--- src/rtl/dpwm_pkg.sv ---
package dpwm_pkg;
  typedef enum logic {
    MODE_CONT = 1'b0,
    MODE_SHOT = 1'b1
  } tmr_mode_e;

  typedef enum logic [1:0] {
    SEL_RLD0 = 2'd0,
    SEL_RLD1 = 2'd1,
    SEL_CTRL = 2'd2
  } wr_target_e;

  localparam int CTL_EN_BIT   = 0;
  localparam int CTL_MODE_BIT = 1;
endpackage

--- src/rtl/dpwm_regs.sv ---
module dpwm_regs
  import dpwm_pkg::*;
#(
  parameter int CNT_W = 16
) (
  input  logic             clk,
  input  logic             rst,
  input  logic             wr_en,
  input  logic [1:0]       wr_sel,
  input  logic [CNT_W-1:0] wr_data,
  output logic [CNT_W-1:0] rld0,
  output logic [CNT_W-1:0] rld1,
  output logic             ctl_wr,
  output logic             ctl_en,
  output tmr_mode_e        ctl_mode
);
  always_ff @(posedge clk) begin
    if (rst) begin
      rld0 <= '0;
      rld1 <= '0;
    end else if (wr_en) begin
      if (wr_sel == SEL_RLD0) rld0 <= wr_data;
      if (wr_sel == SEL_RLD1) rld1 <= wr_data;
    end
  end

  assign ctl_wr   = wr_en && (wr_sel == SEL_CTRL);
  assign ctl_en   = wr_data[CTL_EN_BIT];
  assign ctl_mode = tmr_mode_e'(wr_data[CTL_MODE_BIT]);
endmodule

--- src/rtl/dpwm_core.sv ---
module dpwm_core
  import dpwm_pkg::*;
#(
  parameter int CNT_W = 16
) (
  input  logic             clk,
  input  logic             rst,
  input  logic             start_i,
  input  logic             stop_i,
  input  logic             stb_i,
  input  tmr_mode_e        mode_i,
  input  logic [CNT_W-1:0] rld0,
  input  logic [CNT_W-1:0] rld1,
  output logic             running,
  output tmr_mode_e        mode_q,
  output logic             ufl,
  output logic             ufl_even
);
  localparam logic [CNT_W-1:0] CNT_ZERO = '0;

  logic [CNT_W-1:0] cnt;
  logic             phase;  // 0: reload-0 phase, 1: reload-1 phase

  function automatic logic [CNT_W-1:0] step_down(input logic [CNT_W-1:0] v);
    return v - 1'b1;
  endfunction

  function automatic logic [CNT_W-1:0] next_load(input logic ph,
                                                 input logic [CNT_W-1:0] a,
                                                 input logic [CNT_W-1:0] b);
    return ph ? a : b;
  endfunction

  assign ufl      = running && stb_i && !stop_i && (cnt == CNT_ZERO);
  assign ufl_even = ufl && phase;

  always_ff @(posedge clk) begin
    if (rst) begin
      running <= 1'b0;
      mode_q  <= MODE_CONT;
      cnt     <= '0;
      phase   <= 1'b0;
    end else if (stop_i) begin
      running <= 1'b0;
    end else if (start_i) begin
      running <= 1'b1;
      mode_q  <= mode_i;
      cnt     <= rld0;
      phase   <= 1'b0;
    end else if (running && stb_i) begin
      if (ufl) begin
        cnt   <= next_load(phase, rld0, rld1);
        phase <= ~phase;
        if (phase && mode_q == MODE_SHOT) running <= 1'b0;
      end else begin
        cnt <= step_down(cnt);
      end
    end
  end


  stop_halts_chk: assert property (@(posedge clk) disable iff (rst)
    stop_i |=> !running);

  idle_hold_chk: assert property (@(posedge clk) disable iff (rst)
    (!stb_i && !start_i && !stop_i) |=> $stable(cnt) && $stable(phase));

  shot_end_chk: assert property (@(posedge clk) disable iff (rst)
    (ufl_even && mode_q == MODE_SHOT) |=> !running);
endmodule

--- src/rtl/dpwm_out.sv ---
module dpwm_out (
  input  logic clk,
  input  logic rst,
  input  logic tog_start,
  input  logic ufl,
  input  logic ufl_even,
  output logic wave,
  output logic req
);
  always_ff @(posedge clk) begin
    if (rst) begin
      wave <= 1'b0;
      req  <= 1'b0;
    end else begin
      wave <= wave ^ (tog_start || ufl);
      req  <= ufl_even;
    end
  end


  ufl_flip_chk: assert property (@(posedge clk) disable iff (rst)
    ufl |=> (wave != $past(wave)));

  req_single_chk: assert property (@(posedge clk) disable iff (rst)
    req |=> !req);
endmodule

--- src/rtl/dpwm_channel.sv ---
module dpwm_channel
  import dpwm_pkg::*;
#(
  parameter int CNT_W = 16
) (
  input  logic             clk,
  input  logic             rst,
  input  logic             wr_en,
  input  logic [1:0]       wr_sel,
  input  logic [CNT_W-1:0] wr_data,
  input  logic             cnt_stb,
  output logic             wave_out,
  output logic             req_out,
  output logic             busy
);
  logic [CNT_W-1:0] rld0, rld1;
  logic             ctl_wr, ctl_en;
  tmr_mode_e        ctl_mode, mode_q;
  logic             start_evt, stop_evt, ufl, ufl_even, cont_start;

  dpwm_regs #(.CNT_W(CNT_W)) u_regs (
    .clk(clk), .rst(rst), .wr_en(wr_en), .wr_sel(wr_sel), .wr_data(wr_data),
    .rld0(rld0), .rld1(rld1), .ctl_wr(ctl_wr), .ctl_en(ctl_en), .ctl_mode(ctl_mode)
  );

  assign start_evt  = ctl_wr && ctl_en && !busy;
  assign stop_evt   = ctl_wr && !ctl_en;
  assign cont_start = start_evt && (ctl_mode == MODE_CONT);

  dpwm_core #(.CNT_W(CNT_W)) u_core (
    .clk(clk), .rst(rst), .start_i(start_evt), .stop_i(stop_evt), .stb_i(cnt_stb),
    .mode_i(ctl_mode), .rld0(rld0), .rld1(rld1), .running(busy), .mode_q(mode_q),
    .ufl(ufl), .ufl_even(ufl_even)
  );

  dpwm_out u_out (
    .clk(clk), .rst(rst), .tog_start(cont_start), .ufl(ufl), .ufl_even(ufl_even),
    .wave(wave_out), .req(req_out)
  );


  shot_start_quiet_chk: assert property (@(posedge clk) disable iff (rst)
    (start_evt && ctl_mode == MODE_SHOT) |=> $stable(wave_out));

  restart_ignored_chk: assert property (@(posedge clk) disable iff (rst)
    (ctl_wr && ctl_en && busy) |=> $stable(mode_q));

  shot_req_chk: assert property (@(posedge clk) disable iff (rst)
    (req_out && mode_q == MODE_SHOT) |-> !busy);
endmodule

--- config.mk ---
export PLATFORM = sky130hd
export DESIGN_NAME = dpwm_channel
export DESIGN_NICKNAME = d
export VERILOG_FILES = /design/src/rtl/dpwm_pkg.sv /design/src/rtl/dpwm_regs.sv /design/src/rtl/dpwm_core.sv /design/src/rtl/dpwm_out.sv /design/src/rtl/dpwm_channel.sv
export SDC_FILE = /design/constraint.sdc
export NUM_CORES = 1
export LEC_CHECK = 0
export ABC_AREA = 1
export BUFFER_PORTS_ARGS = -buffer_cell sky130_fd_sc_hd__buf_2
export CAP_MARGIN = 10
export CORE_MARGIN = 2
export CORE_UTILIZATION = 45
export DETAILED_ROUTE_END_ITERATION = 16
export SYNTH_ARGS = -nofsm -noshare
export SYNTH_HDL_FRONTEND = slang
export SYNTH_SLANG_ARGS = --single-unit
--- constraint.sdc ---
create_clock -name clk -period 2.1 [get_ports clk]
set_input_delay 0 -clock clk [delete_from_list [all_inputs] [get_ports clk]]
set_output_delay 0 -clock clk [all_outputs]
set_load 0.01 [all_outputs]
==> impl_metrics.ini, run 1 <==
[critical_path]
worstPathBufferInverterCount = 1
crit_slowest_cell = dfxtp_1
critical_path_class = flip-flop to flip-flop
cp.required_ns = 2.29
cp_max_fo = 5
critPathLaunchType = flip-flop
worst_path_most_repeated_cell = nand2_1
crit_chain = inv_1, ha_1, nand2_1, nor2_1, nand2_1, nand2_1, nand2_1, nand2_1, nand3_1, nand2_1, a21oi_1
crit_family = simple AND/OR/NAND/NOR gates
critical-path-max-stage-delay_ns = 0.32
end_kind = flip-flop
arrival_ns = 1.85

[sta]
max_slew.worst_pin.slew_ns = 0.9401
slew_headroom_pct = 37.26
timing_hold_violations_final = 0
finalCriticalPeriod_ns = 1.656
fmax_mhz = 603.8
finalSetupTns_ns = 0
postLayoutSetupSlackWorst_ns = 0.4437
setup_violations = 0
rsz0062_at_grt = false
clock_skew_ns = 0.01196
slew_viol_final = 0
timing.final.crit_share_pct = 78.87

[detailed_routing]
drt_pre_antenna_iters = 4
drtIter0Drc = 142
antenna_left = 0
drt_wl_total_um = 7426
viasPerCell = 5.145
dr.max_layer_used = met4
wl_met3_um = 358
avgRoutedWirePerCell_um = 13.31
drc = 0
drt-met1-wl_um = 3818
num_vias = 2871
dr_wl_met2_um = 3148

[die]
num_rows = 29
core_sq_um = 6350
boundaryPins = 25
die_width_um = 84.94
dieArea_sq_um = 7214
initial_core_util_pct = 46.42
die_h_um = 84.94

[synth]
synth_area_leaders = dfxtp_1 36%, nand2_1 12%, a21oi_1 9.3%
synth_seq_cells = 53
yosys_warnings = 0
yosysSeqAreaShare_pct = 35.99
synth_fp_nets = 472
synth_top_area_share_pct = 35.99
yosys.area.top_type = dfxtp_1
synthesis.area_sq_um = 2948
avgSynthCellArea_sq_um = 6.565
yosysUniqueCellTypes = 30
synth_cells = 449

[clocking]
cts_tree = done
postCtsSetupBuffers = 0
h-tree-depth = 2
cts_buffers = 5
clockRootBuffer = clkbuf_8
cts_max_path_buffers = 2
clock_latency_ns = 0.31
clkSinkCount = 53
clkTransAtPathRegs_ns = 0.09

[global_route]
gr-total-overflow = 0
grt_first_pass_wirelength_um = 12720
grt_max_degree = 39
grt_pass1_vias = 2610
antenna_found_initial = 0
grt_util_all_layers_pct = 21.86

[placed_design]
dpl.hpwl_um = 5527
place_congestion = 0.9209
dp_slack_ns = 0.4607
port_buffers = 24

[layout]
post_route_cells_drive_above_1_share_pct = 13.72
diodes = 0
area_delta_synth_final_pct = 13.24
layout_common_cells = 92 x nand2_1, 62 x inv_1, 55 x a21oi_1
final_common_cell = nand2_1
nets = 504
fill_cells = 676

[flow_run]
cap_violations = 0

[power]
finalPower_mw = 2.192
p_per_area_nw_per_um2 = 656.6
ir_drop_v = 0.0004082
power.leakage_nw = 1.511

[run_status]
outcome = completed

[hold_path]
min_path_type = input pin to flip-flop
==> worst register-to-register path: stages, from the launching register on <==
cell and delay [ns]:
dfxtp_1 0.32, inv_1 0.10, ha_1 0.23, nand2_1 0.15
nor2_1 0.26, nand2_1 0.09, nand2_1 0.07, nand2_1 0.04
nand2_1 0.08, nand3_1 0.07, nand2_1 0.08, a21oi_1 0.05
==> routing by layer <==
| layer | GRT usage (%) | vias to the layer above |
|---|---|---|
| met5 | 0 | - |
| met4 | 6.638 | 0 |
| met3 | 2.821 | 7 |
| met2 | 33.14 | 73 |
| met1 | 32.43 | 1267 |
| li1 | - | 1524 |
==> kinds of logic (layout without fill, tap and decap cells) <==
group	after synthesis	count (layout)	share of synthesized area (%)
adders and majority gates	1	1	0.4244
AOI/OAI and AO/OA	117	117	20.84
buffers and inverters	84	116	11.59
and+or+nand+nor	194	194	31.15
DFF	53	53	35.99
==> registers in the layout (all words and copies together), names as in the netlist <==
name            cells
u_core.cnt         16
u_regs.rld0        16
u_regs.rld1        16
u_core.mode_q       1
u_core.phase        1
u_core.running      1
u_out.req           1
u_out.wave          1
==> synthesized netlist by cell type (all sizes together) <==
library cell / n
nand2: 97
inv: 65
a21oi: 56
o21ai: 56
dfxtp: 53
nand3: 48
nor2: 42
clkbuf: 10
buf: 9
nand4: 4
nor3: 2
o22ai: 2
a211oi: 1
ha: 1
o211ai: 1
o221ai: 1
or2: 1
==> path summary, 6_finish.rpt <==
kind	startpoint	to	slack, ns	cells after the start
setup reg to reg	u_core.cnt[0]	u_core.cnt[10]	0.44	11
hold / removal	wr_data[1]	u_core.mode_q	0.02	3
setup / recovery	u_core.cnt[0]	u_core.cnt[10]	0.44	11
hold reg to reg	u_regs.rld1[13]	u_regs.rld1[13]	0.45	2
==> through the flow <==
step / cell area [sq um] / instances / utilization (%) / hold WS, ns
after floorplan: 2948 / 449 / - / 0.1650
after global placement: 3112 / 537 / 49.00 / 0.2677
after detailed placement: 3112 / 537 / 49.00 / 0.2808
after CTS: 3338 / 558 / 52.57 / 0.02078
after global routing: 3338 / 558 / 52.57 / 0.04500
final: 3338 / 558 / 52.57 / 0.01595
==> cell type report <==
type	instances	area (sq um)	area share, %
sequential	53	1061	31.78
multi-input combinational	312	1545	46.29
timing repair buffer	44	305.3	9.145
tap	77	96.34	2.886
inverter	65	244.0	7.309
clock buffer	7	86.33	2.586
==> power breakdown <==
| group | switching, mW | internal [mW] |
|---|---|---|
| clock network | 0.320 | 0.262 |
| logic | 0.331 | 0.192 |
| registers | 0.0346 | 1.05 |
==> timing repair <==
action / 4_1_cts / 5_1_grt
resized for setup: 0 / 0
hold buffers: 14 / 0
hold endpoints to repair: 24 / 0
Note: power is estimated with default switching activity, not from simulation.
==> inputs of run 2 (changes only) <==
PLACE_DENSITY = 0.65   (was default)
clock period = 1.5 ns   (was 2.1 ns; I/O delays follow)
==> impl_metrics.ini, run 2 (same netlist as run 1, synthesis figures left out) <==
[clocking]
clkTransAtPathRegs_ns = 0.09
cts_tree = done
clockRootBuffer = clkbuf_8
h-tree-depth = 2
clock_latency_ns = 0.31
cts_max_path_buffers = 2
cts_buffers = 5
clkSinkCount = 53

[power]
power.leakage_nw = 1.679
p_per_area_nw_per_um2 = 917.4
p_int_mw = 2.332
ir_drop_v = 0.0007181
power.share.sequential_pct = 45.0
p_clk_share_pct = 29.3
finalPower_mw = 3.383
comb_power_share_pct = 25.8
switchingPower_mw = 1.051
switching_share_pct = 31.07

[layout]
nets = 526
final_common_cell = nand2_1
fin_area_sq_um = 3687
area_delta_synth_final_pct = 25.09
final_core_util_pct = 58.07
diodes = 0
post_route_cells_drive_above_1_share_pct = 22.82
seq_area_sq_um = 1070
layout_common_cells = 90 x nand2_1, 58 x inv_1, 53 x a21oi_1
fill_cells = 601
multi_input_area_sq_um = 1663
largestRegisters = u_core.cnt: 16 flops, u_regs.rld0: 16 flops, u_regs.rld1: 16 flops

[sta]
setup_violations = 0
max_slew.worst_pin.slew_ns = 0.4389
clock_skew_ns = 0.01151
timing_hold_violations_final = 0
slew_viol_final = 0
slew_headroom_pct = 70.71
finalCriticalPeriod_ns = 1.440
timing.final.crit_share_pct = 96.03
fmax_mhz = 694.2
postLayoutSetupSlackWorst_ns = 0.05956
rsz0062_at_grt = true

[placed_design]
dpl.hpwl_um = 5576
place_congestion = 0.9326
dpl_cell_area_sq_um = 3294
port_buffers = 24
dp_slack_ns = -0.06008

[die]
boundaryPins = 25
num_rows = 29
die_width_um = 84.94
core_sq_um = 6350
dieArea_sq_um = 7214
die_h_um = 84.94
initial_core_util_pct = 46.42

[detailed_routing]
viasPerCell = 5.191
num_vias = 3016
drtIter0Drc = 175
antenna_left = 0
drt_pre_antenna_iters = 6
drc = 0
avgRoutedWirePerCell_um = 13.27
drt_wl_total_um = 7711

[critical_path]
crit_chain = inv_2, ha_4, nand3_4, nor2_8, nand3_2, nand2_4, inv_1, nand2_1, nand3_1, nand2_1, inv_1
critical-path-max-stage-delay_ns = 0.33
arrival_ns = 1.65
crit_slowest_cell = dfxtp_2
end_kind = flip-flop
critical_path_class = flip-flop to flip-flop
crit_family = simple AND/OR/NAND/NOR gates
cp_max_fo = 5
worstPathBufferInverterCount = 3
cp.required_ns = 1.71
critPathLaunchType = flip-flop

[global_route]
antenna_found_initial = 0
gr-total-overflow = 0
grt_max_degree = 29
grt_util_all_layers_pct = 22.32
grt_pass1_vias = 2758
grt_first_pass_wirelength_um = 13010

[hold_path]
min_path_type = input pin to flip-flop

[run_status]
outcome = completed

[flow_run]
cap_violations = 0
[run 2: cell types whose count changed in the layout (fill, tap and decap cells not counted), sizes merged]
cell / change
buf: +22
bufinv: +1
clkbuf: -1
clkinv: +1
[run 2: final cells by class]
cell class / instances / area share, %
Clock inverter: 2 / 1.052
Timing Repair Buffer: 66 / 13.64
Sequential cell: 53 / 29.01
Tap cell: 77 / 2.613
Multi-Input combinational cell: 312 / 45.10
Clock buffer: 6 / 1.968
Inverter: 65 / 6.617
[run 2: repair_timing]
action                                  in CTS  in global routing
hold endpoints to repair                    27                  0
gates resized for setup                     12                 29
hold buffers                                14                  0
gates cloned                                 0                  0
pin swaps                                    3                  9
setup buffers                                0                  1
endpoints found under the setup margin      14                 16
[run 2: power by group through the flow]
stage	registers (mW)	logic, mW	clock network, mW
floorplan	1.54	0.539	0
global placement	1.54	0.753	0
detailed placement	1.55	0.759	0
CTS	1.51	0.820	1.01
global route	1.53	0.975	1.05
finish	1.52	0.871	0.990
[run 2: metrics by stage]
step / hold slack (ns) / std cells / setup TNS [ns]
after floorplan: 0.1650 / 449 / 0
after global placement: 0.2628 / 558 / -0.06936
after detailed placement: 0.2747 / 558 / -0.1994
after CTS: 0.003035 / 580 / 0
after global routing: 0.03513 / 581 / -0.3559
final: 0.009557 / 581 / 0
[run 2: final timing paths]
| check | start | to | slack [ns] | cells after the start |
|---|---|---|---|---|
| worst min-delay path | wr_data[1] | u_core.mode_q | 0.01 | 3 |
| worst max-delay path | u_core.cnt[1] | u_core.cnt[1] | 0.06 | 11 |
| worst min register to register | u_regs.rld1[7] | u_regs.rld1[7] | 0.45 | 2 |
| worst max register to register | u_core.cnt[1] | u_core.cnt[1] | 0.06 | 11 |
[run 2: tightest hold or removal path, cell delays in order]
cell	delay (ns)
buf_2	0.12
o21ai_0	0.09
nor2_1	0.07
[run 2: routing by layer]
metal / vias to the layer above / wire length (um) / share of wire (%) / global-route usage (%)
met4: 0 / 120 / 1.6 / 6.205
li1: 1566 / - / - / -
met5: - / 0 / 0 / 0
met2: 93 / 3453 / 45 / 34.93
met3: 10 / 451 / 5.8 / 3.502
met1: 1347 / 3685 / 48 / 32.08
==> inputs of run 3 (changes only) <==
BUFFER_PORTS_ARGS = default   (was -buffer_cell sky130_fd_sc_hd__buf_2)
DONT_BUFFER_PORTS = 1   (was default)
PLACE_DENSITY = default   (was 0.65)
==> impl_metrics.ini, run 3 (same netlist as run 1, synthesis figures left out) <==
[run_status]
outcome = finished with violations
violations = hold timing

[hold_path]
hold_path.startpoint = rst
min_path_type = input pin to flip-flop
min_to = u_core.cnt[11]
hold_depth = 1

[sta]
fmax_mhz = 671.6
clock_skew_ns = 0.006725
setup_violations = 0
slew_viol_final = 0
rsz0062_at_grt = true
timing_hold_violations_final = 11
timing.final.crit_share_pct = 99.27
max_slew.worst_pin.slew_ns = 0.4060
finalCriticalPeriod_ns = 1.489
hold_slack_ns = -0.2634
slew_headroom_pct = 72.65

[power]
power.leakage_nw = 1.631
ir_drop_v = 0.0007253
p_per_area_nw_per_um2 = 932.8

[critical_path]
worst_path_most_repeated_cell = nand2_1
crit_slowest_cell = dfxtp_1
cp.required_ns = 1.75
rrSetupSlack_ns = 0.01
rr_endpoint = u_core.cnt[9]
critPathLaunchType = flip-flop
crit_chain = nor2_4, nand3_2, nor2_8, buf_6, nand3_1, nand2_1, inv_1, nand2_1, nand2_1, a21oi_2
end_kind = flip-flop
critical_path_class = flip-flop to flip-flop
critical-path-max-stage-delay_ns = 0.39
reg2reg_from = u_core.cnt[7]
ff2ff_path_depth = 10
arrival_ns = 1.74
cp_max_fo = 5

[clocking]
clockRootBuffer = clkbuf_8
postCtsHoldBufs = 20
clkTransAtPathRegs_ns = 0.10
clkSinkCount = 53
cts_buffers = 5
clock_latency_ns = 0.31
cts_tree = done
h-tree-depth = 2
cts_max_path_buffers = 2

[global_route]
grt_max_degree = 39
antenna_found_initial = 0
grt_first_pass_wirelength_um = 13220
grt_util_all_layers_pct = 22.66
gr-total-overflow = 0
grt_pass1_vias = 2760

[detailed_routing]
antenna_left = 0
drt_wl_total_um = 7918
drc = 0
viasPerCell = 5.238
drtIter0Drc = 249
avgRoutedWirePerCell_um = 13.87
num_vias = 2991
drt_pre_antenna_iters = 4

[placed_design]
dpl.hpwl_um = 5716
port_buffers = 0
place_congestion = 0.9329

[layout]
multi_input_area_sq_um = 1655
final_common_cell = nand2_1
layout_common_cells = 90 x nand2_1, 58 x inv_1, 51 x o21ai_0, 51 x a21oi_1, 47 x dfxtp_1
final_core_util_pct = 57.62
fill_cells = 623
diodes = 0
nets = 516
largestRegisters = u_core.cnt: 16 flops, u_regs.rld0: 16 flops, u_regs.rld1: 16 flops
post_route_cells_drive_above_1_share_pct = 20.24
area_delta_synth_final_pct = 24.11
seq_area_sq_um = 1069

[die]
boundaryPins = 25
dieArea_sq_um = 7214
die_h_um = 84.94
die_width_um = 84.94
num_rows = 29
initial_core_util_pct = 46.42
core_sq_um = 6350

[flow_run]
cap_violations = 0
[run 3: critical path: cells and delay by family (launching register included)]
family,cells,cell delay (ns)
AOI/OAI and AO/OA,1,0.11
buffers and inverters,2,0.18
DFF,1,0.39
and+or+nand+nor,7,0.75
[run 3: power by group]
group / switching (mW) / leakage [nW] / internal [mW]
logic: 0.496 / 1.14 / 0.366
registers: 0.0480 / 0.435 / 1.47
clock network: 0.517 / 0.0591 / 0.510
total: 1.06 / 1.63 / 2.35
[run 3: final cells by class]
cell class | count | area share [%]
multi-input combinational | 312 | 45.25
tap | 77 | 2.633
clock buffer | 5 | 1.881
sequential | 53 | 29.21
inverter | 65 | 6.669
clock inverter | 3 | 1.300
timing repair buffer | 56 | 13.06
[run 3: worst max path at each step]
stage / from / endpoint / depth (start not counted)
detailed placement: u_core.cnt[0] / u_core.cnt[9] / 11
global route: u_core.cnt[7] / u_core.cnt[9] / 10
finish: u_core.cnt[7] / u_core.cnt[9] / 10
CTS: u_core.cnt[7] / u_core.cnt[9] / 10
global placement: u_core.cnt[0] / u_core.cnt[9] / 11
floorplan: u_core.cnt[0] / u_core.cnt[15] / 10
[run 3: metrics by stage]
stage / setup TNS [ns] / instance area (sq um) / total power, mW / std cells / worst slack [ns]
detailed placement: -0.3088 / 3179 / 2.281 / 538 / -0.06730
global route: -0.5107 / 3659 / 3.609 / 571 / -0.09602
floorplan: 0 / 2948 / 2.078 / 449 / 0.02996
CTS: 0 / 3530 / 3.355 / 566 / 0.0009421
global placement: -0.01928 / 3179 / 2.273 / 538 / -0.01058
finish: 0 / 3659 / 3.413 / 571 / 0.01101
[run 3: metal layers]
metal	track usage [%]	wire length, um
met3	3.405	391
met4	6.349	119
met2	35.08	3519
met1	32.93	3888
met5	0	0
[run 3: what timing repair did]
| action | 4_1_cts | 5_1_grt |
|---|---|---|
| endpoints found under the setup margin | 14 | 16 |
| resized for setup | 8 | 30 |
| pin swaps | 4 | 5 |
| setup buffers | 0 | 5 |
| hold endpoints to repair | 45 | 11 |
